`config.mk`:
```
export PLATFORM = sky130hd
export DESIGN_NAME = keyed_wdt
export DESIGN_NICKNAME = d
export VERILOG_FILES = /design/src/rtl/wdt_pkg.sv /design/src/rtl/wdt_write_gate.sv /design/src/rtl/wdt_up_counter.sv /design/src/rtl/wdt_sticky_flag.sv /design/src/rtl/keyed_wdt.sv
export SDC_FILE = /design/constraint.sdc
export NUM_CORES = 1
export LEC_CHECK = 0
export BUFFER_PORTS_ARGS = -buffer_cell sky130_fd_sc_hd__buf_2
export CAP_MARGIN = 40
export CELL_PAD_IN_SITES_DETAIL_PLACEMENT = 0
export CELL_PAD_IN_SITES_GLOBAL_PLACEMENT = 1
export CORE_MARGIN = 2
export CORE_UTILIZATION = 27
export DETAILED_ROUTE_END_ITERATION = 12
export GPL_TIMING_DRIVEN = 0
export MAX_ROUTING_LAYER = met4
export PLACE_DENSITY = 0.91
export SYNTH_ARGS = -nofsm -noshare
export SYNTH_HDL_FRONTEND = slang
export SYNTH_SLANG_ARGS = --single-unit
```
`constraint.sdc`:
```
create_clock -name clk -period 3.5 [get_ports clk]
set_input_delay 0.35 -clock clk [delete_from_list [all_inputs] [get_ports clk]]
set_output_delay 0.35 -clock clk [all_outputs]
set_load 0.02 [all_outputs]
```
`src/rtl/wdt_pkg.sv`:
```
package wdt_pkg;
  localparam int          CSR_W  = 32;
  localparam logic [7:0]  WR_KEY = 8'hA5;
  localparam int          B_EN   = 7;
  localparam int          B_MODE = 6;
  localparam int          B_IOVF = 2;
  localparam int          B_WOVF = 1;
  localparam int          B_RSEL = 0;
  localparam int          N_FLAG = 2;

  typedef enum logic {MODE_INTERVAL = 1'b0, MODE_WATCHDOG = 1'b1} tmr_mode_e;

  typedef struct packed {
    logic      en;
    tmr_mode_e mode;
    logic      iovf;
    logic      wovf;
    logic      rsel;
  } csr_t;

  function automatic logic [CSR_W-1:0] csr_pack(csr_t c);
    logic [CSR_W-1:0] r;
    r         = '0;
    r[B_EN]   = c.en;
    r[B_MODE] = c.mode;
    r[B_IOVF] = c.iovf;
    r[B_WOVF] = c.wovf;
    r[B_RSEL] = c.rsel;
    return r;
  endfunction

  function automatic logic key_ok(logic [7:0] k);
    return k == WR_KEY;
  endfunction
endpackage

```
`src/rtl/wdt_write_gate.sv`:
```
module wdt_write_gate #(
  parameter int BE_W = 4
) (
  input  logic            wr_en,
  input  logic [BE_W-1:0] wr_be,
  input  logic [7:0]      wr_key,
  output logic            accept
);
  import wdt_pkg::*;
  assign accept = wr_en && (&wr_be) && key_ok(wr_key);
endmodule

```
`src/rtl/wdt_up_counter.sv`:
```
module wdt_up_counter #(
  parameter int W = 8
) (
  input  logic         clk,
  input  logic         por_n,
  input  logic         run,
  input  logic         tick,
  output logic [W-1:0] count,
  output logic         wrap
);
  logic step;
  assign step = run && tick;
  assign wrap = step && (&count);

  always_ff @(posedge clk or negedge por_n) begin
    if (!por_n)    count <= '0;
    else if (step) count <= count + 1'b1;
  end


  inc_step_chk: assert property (@(posedge clk) disable iff (!por_n)
    step |=> count == W'($past(count) + 1'b1));

  hold_chk: assert property (@(posedge clk) disable iff (!por_n)
    !step |=> $stable(count));
endmodule

```
`src/rtl/wdt_sticky_flag.sv`:
```
module wdt_sticky_flag (
  input  logic clk,
  input  logic por_n,
  input  logic hw_set,
  input  logic sw_clr,
  output logic q
);
  always_ff @(posedge clk or negedge por_n) begin
    if (!por_n)      q <= 1'b0;
    else if (hw_set) q <= 1'b1;
    else if (sw_clr) q <= 1'b0;
  end


  set_wins_chk: assert property (@(posedge clk) disable iff (!por_n)
    hw_set |=> q);

  clr_chk: assert property (@(posedge clk) disable iff (!por_n)
    (sw_clr && !hw_set) |=> !q);
endmodule

```
`src/rtl/keyed_wdt.sv`:
```
module keyed_wdt #(
  parameter int CNT_W = 8,
  parameter int BE_W  = 4
) (
  input  logic                     clk,
  input  logic                     por_n,
  input  logic                     wr_en,
  input  logic [BE_W-1:0]          wr_be,
  input  logic [wdt_pkg::CSR_W-1:0] wr_data,
  output logic [wdt_pkg::CSR_W-1:0] rd_data,
  input  logic                     cnt_tick,
  output logic [CNT_W-1:0]         count,
  output logic                     irq,
  output logic                     rst_req
);
  import wdt_pkg::*;

  localparam int KEY_LSB = CSR_W - 8;

  logic      accept;
  logic      wrap;
  logic      ivl_ovf;
  logic      wd_ovf;
  logic      en_q;
  tmr_mode_e mode_q;
  logic      rsel_q;
  logic      rst_req_q;
  logic [N_FLAG-1:0] flag_set;
  logic [N_FLAG-1:0] flag_clr;
  logic [N_FLAG-1:0] flag_q;
  csr_t      csr;

  wdt_write_gate #(.BE_W(BE_W)) u_gate (
    .wr_en  (wr_en),
    .wr_be  (wr_be),
    .wr_key (wr_data[CSR_W-1:KEY_LSB]),
    .accept (accept)
  );

  wdt_up_counter #(.W(CNT_W)) u_cnt (
    .clk   (clk),
    .por_n (por_n),
    .run   (en_q),
    .tick  (cnt_tick),
    .count (count),
    .wrap  (wrap)
  );

  assign ivl_ovf = wrap && (mode_q == MODE_INTERVAL);
  assign wd_ovf  = wrap && (mode_q == MODE_WATCHDOG);

  // index 0: interval flag, index 1: watchdog flag
  assign flag_set = {wd_ovf, ivl_ovf};
  assign flag_clr = {accept && !wr_data[B_WOVF], accept && !wr_data[B_IOVF]};

  for (genvar i = 0; i < N_FLAG; i++) begin : g_flag
    wdt_sticky_flag u_flag (
      .clk    (clk),
      .por_n  (por_n),
      .hw_set (flag_set[i]),
      .sw_clr (flag_clr[i]),
      .q      (flag_q[i])
    );
  end

  always_ff @(posedge clk or negedge por_n) begin
    if (!por_n) begin
      en_q      <= 1'b0;
      mode_q    <= MODE_INTERVAL;
      rsel_q    <= 1'b0;
      rst_req_q <= 1'b0;
    end else begin
      rst_req_q <= wd_ovf;
      if (accept) begin
        en_q   <= wr_data[B_EN];
        rsel_q <= wr_data[B_RSEL];
        if (!en_q) mode_q <= tmr_mode_e'(wr_data[B_MODE]);
      end
    end
  end

  assign csr.en   = en_q;
  assign csr.mode = mode_q;
  assign csr.iovf = flag_q[0];
  assign csr.wovf = flag_q[1];
  assign csr.rsel = rsel_q;

  assign rd_data = csr_pack(csr);
  assign irq     = flag_q[0];
  assign rst_req = rst_req_q;


  rej_write_chk: assert property (@(posedge clk) disable iff (!por_n)
    (wr_en && !accept) |=> ($stable(en_q) && $stable(mode_q) && $stable(rsel_q)));

  mode_lock_chk: assert property (@(posedge clk) disable iff (!por_n)
    en_q |=> $stable(mode_q));

  rst_pulse_chk: assert property (@(posedge clk) disable iff (!por_n)
    wd_ovf |=> (rst_req && rd_data[B_WOVF]));

  rst_single_chk: assert property (@(posedge clk) disable iff (!por_n)
    rst_req |=> !rst_req);

  irq_src_chk: assert property (@(posedge clk) disable iff (!por_n)
    ivl_ovf |=> irq);
endmodule

```
==> reports/metrics.json, run 1 <==
{
  "run_status": {
    "run_status": "finished, final reports clean"
  },
  "route": {
    "num_vias": 730,
    "totalWireLength_mm": 1.628,
    "number_of_vias_per_cell_after_detailed_routing": 3.650,
    "drt_pass1_iterations": 4,
    "drc": 0,
    "wire_per_inst_um": 8.140,
    "ant_nets": 0,
    "detailedRoute.firstIterationViolations": 11
  },
  "power_and_ir_drop": {
    "p_comb_frac": 0.223,
    "p_clk_frac": 0.270,
    "cellInternalPower_uw": 234.8,
    "peak_vdd_ir_v": 0.0001755,
    "p_total_uw": 322.4,
    "pwr-share-seq": 0.507,
    "leakage_power_nw": 0.7572,
    "net_sw_power_uw": 87.57,
    "switching_share": 0.2716,
    "power.density_mw_per_mm2": 253.1
  },
  "placement": {
    "postPlaceCellArea_mm2": 0.001241,
    "port_buf_inserts": 35,
    "dp_hpwl_mm": 1.417,
    "gp_routability_congestion": 0.6595,
    "post-place-ws_ps": 1866
  },
  "timing": {
    "fmax_mhz": 647.0,
    "finalSetupViolCount": 0,
    "hold_viol_final": 0,
    "slew_violations": 0,
    "grt_setup_unrepaired": "false",
    "final.setup.worst_slack_ps": 1954,
    "finalCritPeriodShare": 0.4416,
    "final.min_clock_period_ps": 1546,
    "skew_ps": 2.238,
    "setup-tns-final_ps": 0
  },
  "clocking": {
    "cts_tree": "done",
    "clock_latency_ps": 270,
    "clkTransAtPathRegs_ps": 80,
    "cts.htree.levels": 1,
    "cts.root.buffer_cell": "clkbuf_4",
    "cts_inserted_buffers": 3,
    "cts_resized": 0,
    "clk_path_buf_depth": 2,
    "cts.sink_count": 14,
    "hold_buffers": 1,
    "post_cts_buffers": 0
  },
  "final_layout": {
    "post_route_cells_drive_above_1_share": 0.4870,
    "layout.cell_area.non_filler_mm2": 0.001274,
    "area_growth_syn_to_layout_pct": 39.83,
    "nNetsFinal": 197,
    "final_core_utilization": 0.3878,
    "layout.filler_cells": 350,
    "num_antenna_cells": 0
  },
  "floorplan": {
    "io_pins": 82,
    "die_h_um": 62.08,
    "initial_utilization": 0.2773,
    "core.rowCount": 21,
    "chipWidth_um": 62.08,
    "fp.dieArea_mm2": 0.003854,
    "floorplan.core_area_mm2": 0.003284
  },
  "logic_synthesis": {
    "netlist.top_cell.by_area": "dfrtp_1",
    "synth_area_per_cell_um2": 10.23,
    "ys_seq_area_frac": 0.3846,
    "synth_enable_flop_cells": 0,
    "ys_ff_latch": 14,
    "synth.top_cells.by_area": "dfrtp_1 (38%), buf_4 (26%), xor2_1 (4.8%)",
    "syn_area_um2": 910.9,
    "count_of_different_cell_masters_after_synthesis": 24,
    "yosysWarningCount": 0,
    "number_of_instances_in_the_synthesized_netlist": 89,
    "async_reset_ff_frac": 1.000,
    "synth_top_area_share": 0.3846,
    "synth_ff_type": "dfrtp_1"
  },
  "global_route": {
    "grt_start_max_net_pins": 15,
    "grt_pass1_wl_mm": 2.525,
    "gr-usage-all-layers": 0.09243,
    "vias_in_the_first_global_route": 615,
    "initial_antenna_violation_count": 0,
    "grt.overflow.total": 0
  },
  "critical_path": {
    "critPathBufInv": 0,
    "crit_path_max_incr_delay_ps": 490,
    "cp_cell_sequence": "or4b_1, nor4_2, mux2_1",
    "path_max_fanout": 5,
    "critical_path.slowest_cell": "or4b_1",
    "critical_path_class": "reg2reg",
    "cp_top_family": "simple AND/OR/NAND/NOR gates",
    "critical_path.startpoint_type": "flip-flop",
    "cp.arrival_ps": 1700,
    "cp_data_required_time_ps": 3660,
    "setup.worst_path.end_class": "flip-flop"
  },
  "hold_path": {
    "worst_hold_path_type": "in2reg"
  },
  "job": {
    "number_of_maximum_capacitance_constraint_violations": 0
  }
}
[cells in the mapped netlist (3+ instances only)]
cell,number
buf_4,32
dfrtp_1,14
nand2_1,7
xor2_1,5
inv_1,3
[routing by layer]
| metal | track usage | vias to the layer above | wire length [µm] |
|---|---|---|---|
| met2 | 0.1592 | 38 | 799 |
| met4 | 0.009119 | 0 | 4 |
| li1 | - | 372 | - |
| met5 | - | - | 0 |
| met3 | 0.04348 | 2 | 170 |
| met1 | 0.1003 | 318 | 654 |
[worst paths after layout]
| check | startpoint | endpoint | slack [ps] | cells after the start |
|---|---|---|---|---|
| setup reg to reg | en_q$_DFFE_PN0P_ | mode_q$_DFFE_PN0P_ | 1950 | 3 |
| setup / recovery | en_q$_DFFE_PN0P_ | mode_q$_DFFE_PN0P_ | 1950 | 3 |
| hold reg to reg | u_cnt.count[7]$_DFFE_PN0N_ | u_cnt.count[7]$_DFFE_PN0N_ | 500 | 1 |
| hold / removal | wr_data[6] | mode_q$_DFFE_PN0P_ | 290 | 2 |
| min in group asynchronous | por_n | rst_req$_DFF_PN0_ | 500 | 2 |
| max in group asynchronous | por_n | rsel_q$_DFFE_PN0P_ | 2770 | 2 |
[area by class of cell]
type	count	area [µm²]	share of cell area
Buffer	32	240.2	0.1886
Timing Repair Buffer	36	185.2	0.1454
Clock buffer	3	22.52	0.01768
Tap cell	46	57.56	0.04519
Multi-Input combinational cell	66	406.6	0.3193
Sequential cell	14	350.3	0.2750
Inverter	3	11.26	0.008841
[cell usage in the layout, fill, tap and decap left out, types with 3 or more instances in the layout]
| master | netlist | final |
|---|---|---|
| inv_1 | 3 | 3 |
| clkbuf_4 | 0 | 3 |
| buf_2 | 0 | 35 |
| dfrtp_1 | 14 | 14 |
| conb_1 | 1 | 27 |
| nand2_1 | 7 | 7 |
| buf_4 | 32 | 32 |
| xor2_1 | 5 | 5 |
[per-stage QoR]
stage,hold slack [ps],instances
global placement,258.7,196
CTS,288.6,200
global route,299.7,200
finish,294.1,200
floorplan,54.41,115
detailed placement,260.3,196
[kinds of logic after synthesis]
| family | after synthesis | share of synthesized area |
|---|---|---|
| buffers and inverters | 35 | 0.2761 |
| flip-flops | 14 | 0.3846 |
| AO/OA/AOI/OAI | 4 | 0.03571 |
| adder cells (fa/ha/maj) | 1 | 0.01373 |
| AND/OR/NAND/NOR | 23 | 0.1607 |
| XOR/XNOR | 7 | 0.06731 |
| other | 1 | 0.004117 |
| multiplexers | 4 | 0.05769 |
[registers in the layout, summed over array words and instances, names as in the netlist]
signal / cells
u_cnt.count: 8
g_flag.u_flag.q: 2
rst_req: 1
en_q: 1
mode_q: 1
rsel_q: 1
[power by group through the flow]
stage               sequential [mW]  combinational (mW)  clock [mW]
finish                        0.163              0.0720      0.0869
global route                  0.164              0.0811      0.0967
CTS                           0.163              0.0718      0.0898
detailed placement            0.167              0.0710           0
global placement              0.167              0.0705           0
floorplan                     0.167              0.0545           0
(Power assumes the default switching activity.)
==> inputs of run 2 (changes only) <==
CORE_UTILIZATION = 25   (was 27)
PLACE_DENSITY = 0.85   (was 0.91)
clock period = 1.6 ns   (was 3.5 ns; I/O delays follow)
==> reports/metrics.json, run 2 (synthesis results as in run 1) <==
{
  "floorplan": {
    "fp.dieArea": {"value": 0.004142, "unit": "mm²", "change": "+7.5%"},
    "io_pins": {"value": 82, "change": "unchanged"},
    "initial_utilization": {"value": 0.2667, "change": "-0.01067"},
    "chipWidth": {"value": 64.36, "unit": "µm", "change": "+3.7%"},
    "die_h": {"value": 64.36, "unit": "µm", "change": "+3.7%"},
    "core.rowCount": {"value": 21, "change": "unchanged"},
    "floorplan.core_area": {"value": 0.003416, "unit": "mm²", "change": "+4.0%"}
  },
  "route": {
    "detailedRoute.firstIterationViolations": {"value": 24, "change": "+13"},
    "number_of_vias_per_cell_after_detailed_routing": {"value": 3.495, "change": "-4.2%"},
    "drc": {"value": 0, "change": "unchanged"},
    "drt_pass1_iterations": {"value": 4, "change": "unchanged"},
    "wire_per_inst": {"value": 8.109, "unit": "µm", "change": "-0.38%"},
    "num_vias": {"value": 706, "change": "-3.3%"},
    "totalWireLength": {"value": 1.638, "unit": "mm", "change": "+0.61%"},
    "ant_nets": {"value": 0, "change": "unchanged"}
  },
  "final_layout": {
    "mostFrequentLayoutCell": "buf_2",
    "num_antenna_cells": {"value": 0, "change": "unchanged"},
    "biggestRegsByFlops": "u_cnt.count: 8 flops, g_flag.u_flag.q: 2 flops",
    "storage_cell_area": {"value": 350.3, "unit": "µm²", "change": "unchanged"},
    "most-common-layout-cells": "buf_2 (35), buf_4 (33), conb_1 (27)",
    "nNetsFinal": {"value": 198, "change": "+0.51%"},
    "largest_register_ff_count": {"value": 8, "change": "unchanged"},
    "area_growth_syn_to_layout_pct": 42.17,
    "fin_cells": {"value": 202, "change": "+1.0%"},
    "largest-register": "u_cnt.count",
    "post_route_cells_drive_above_1_share": {"value": 0.4936, "change": "+0.006577"},
    "layout.filler_cells": {"value": 372, "change": "+6.3%"},
    "final_core_utilization": {"value": 0.3791, "change": "-0.008689"},
    "footprint_of_the_multi_input_gates": {"value": 406.6, "unit": "µm²", "change": "unchanged"}
  },
  "clocking": {
    "cts.root.buffer_cell": "clkbuf_4",
    "clk_path_buf_depth": {"value": 2, "change": "unchanged"},
    "cts_inserted_buffers": {"value": 3, "change": "unchanged"},
    "clkTransAtPathRegs": {"value": 80, "unit": "ps", "change": "about the same"},
    "cts.htree.levels": {"value": 1, "change": "unchanged"},
    "clock_latency": {"value": 280, "unit": "ps", "change": "about the same"},
    "cts.sink_count": {"value": 14, "change": "unchanged"},
    "cts_tree": "done"
  },
  "timing": {
    "finalCritPeriodShare": {"value": 0.9465, "change": "+0.5049"},
    "fmax": {"value": 660.3, "unit": "MHz", "change": "+2.1%"},
    "hold_viol_final": {"value": 0, "change": "unchanged"},
    "grt_setup_unrepaired": "false",
    "finalSetupViolCount": {"value": 0, "change": "unchanged"},
    "setup-tns-final": {"value": 0, "unit": "ps", "change": "unchanged"},
    "slew_violations": {"value": 0, "change": "unchanged"},
    "final.min_clock_period": {"value": 1514, "unit": "ps", "change": "-31.31 ps"},
    "skew": {"value": 1.412, "unit": "ps", "change": "-0.8259 ps"}
  },
  "critical_path": {
    "critical_path.startpoint_type": "flip-flop",
    "critical_path_class": "reg2reg",
    "cp.arrival": {"value": 1680, "unit": "ps", "change": "-20 ps"},
    "path_max_fanout": {"value": 2, "change": "-3"},
    "cp_data_required_time": {"value": 1770, "unit": "ps", "change": "-1890 ps"},
    "setup.worst_path.end_class": "flip-flop"
  },
  "placement": {
    "port_buf_inserts": {"value": 35, "change": "unchanged"},
    "gp_routability_congestion": {"value": 0.6469, "change": "-1.9%"},
    "dpl.cell_count": {"value": 196, "change": "unchanged"},
    "dp_hpwl": {"value": 1.394, "unit": "mm", "change": "-1.6%"}
  },
  "job": {
    "number_of_maximum_capacitance_constraint_violations": {"value": 0, "change": "unchanged"}
  },
  "power_and_ir_drop": {
    "leakage_power": {"value": 0.7699, "unit": "nW", "change": "+1.7%"},
    "power.density": {"value": 591.4, "unit": "mW/mm²", "change": "+130%"},
    "peak_vdd_ir": {"value": 0.0002470, "unit": "V", "change": "+41%"}
  },
  "hold_path": {
    "worst_hold_path_type": "in2reg"
  },
  "run_status": {
    "run_status": "finished, final reports clean"
  },
  "global_route": {
    "initial_antenna_violation_count": {"value": 0, "change": "unchanged"},
    "grt.overflow.total": {"value": 0, "change": "unchanged"},
    "vias_in_the_first_global_route": {"value": 573, "change": "-6.8%"},
    "grt_pass1_wl": {"value": 2.559, "unit": "mm", "change": "+1.3%"},
    "gr-usage-all-layers": {"value": 0.08359, "change": "-0.008843"},
    "grt_start_max_net_pins": {"value": 15, "change": "unchanged"}
  }
}
==> run 2: layout make-up <==
cell class / instances / area share
clock buffers: 4 / 0.02802
inverters: 3 / 0.008696
multi-input cells: 66 / 0.3140
plain buffers: 32 / 0.1855
repair buffers: 37 / 0.1488
well taps: 46 / 0.04444
flip-flops and latches: 14 / 0.2705
==> run 2: timing repair <==
item	in CTS	in global routing
buffers inserted	0	1
endpoints found under the hold margin	14	0
hold buffers	1	0
setup endpoints to repair	0	1
gates resized for setup	0	0
==> run 2: through the flow <==
step	hold WS (ps)	setup WS (ps)	total power, mW	area (µm²)
finish	88.29	85.62	0.7658	1295
global route	66.44	32.41	0.8162	1295
global placement	66.87	43.55	0.5186	1241
floorplan	-135.6	131.8	0.4856	1008
detailed placement	72.57	32.57	0.5195	1241
CTS	82.31	19.59	0.7733	1287
==> run 2: final timing paths <==
check	cells after the start	slack (ps)	start	endpoint
setup / recovery	3	90	en_q$_DFFE_PN0P_	mode_q$_DFFE_PN0P_
hold / removal	2	90	wr_data[6]	mode_q$_DFFE_PN0P_
setup reg to reg	3	90	en_q$_DFFE_PN0P_	mode_q$_DFFE_PN0P_
hold reg to reg	1	500	u_cnt.count[7]$_DFFE_PN0N_	u_cnt.count[7]$_DFFE_PN0N_
max in group asynchronous	2	1080	por_n	u_cnt.count[3]$_DFFE_PN0N_
min in group asynchronous	2	290	por_n	rst_req$_DFF_PN0_
==> run 2: critical path: stages (launching register included) <==
cell     delay [ps]
dfrtp_1         390
or4b_1          480
nor4_2          190
mux2_1          340
==> run 2: report_power, final <==
part           switching, mW  total, mW  internal [mW]
Combinational         0.0863      0.158         0.0716
Sequential           0.00209      0.357          0.355
Clock                  0.112      0.251          0.138
Total                  0.201      0.766          0.565
==> run 2: metal layers <==
metal	up-vias	part of all wire	global-route usage
li1	379	-	-
met1	281	0.47	0.1120
met2	46	0.40	0.1211
met3	0	0.13	0.04225
met4	0	0	0
met5	-	0	-
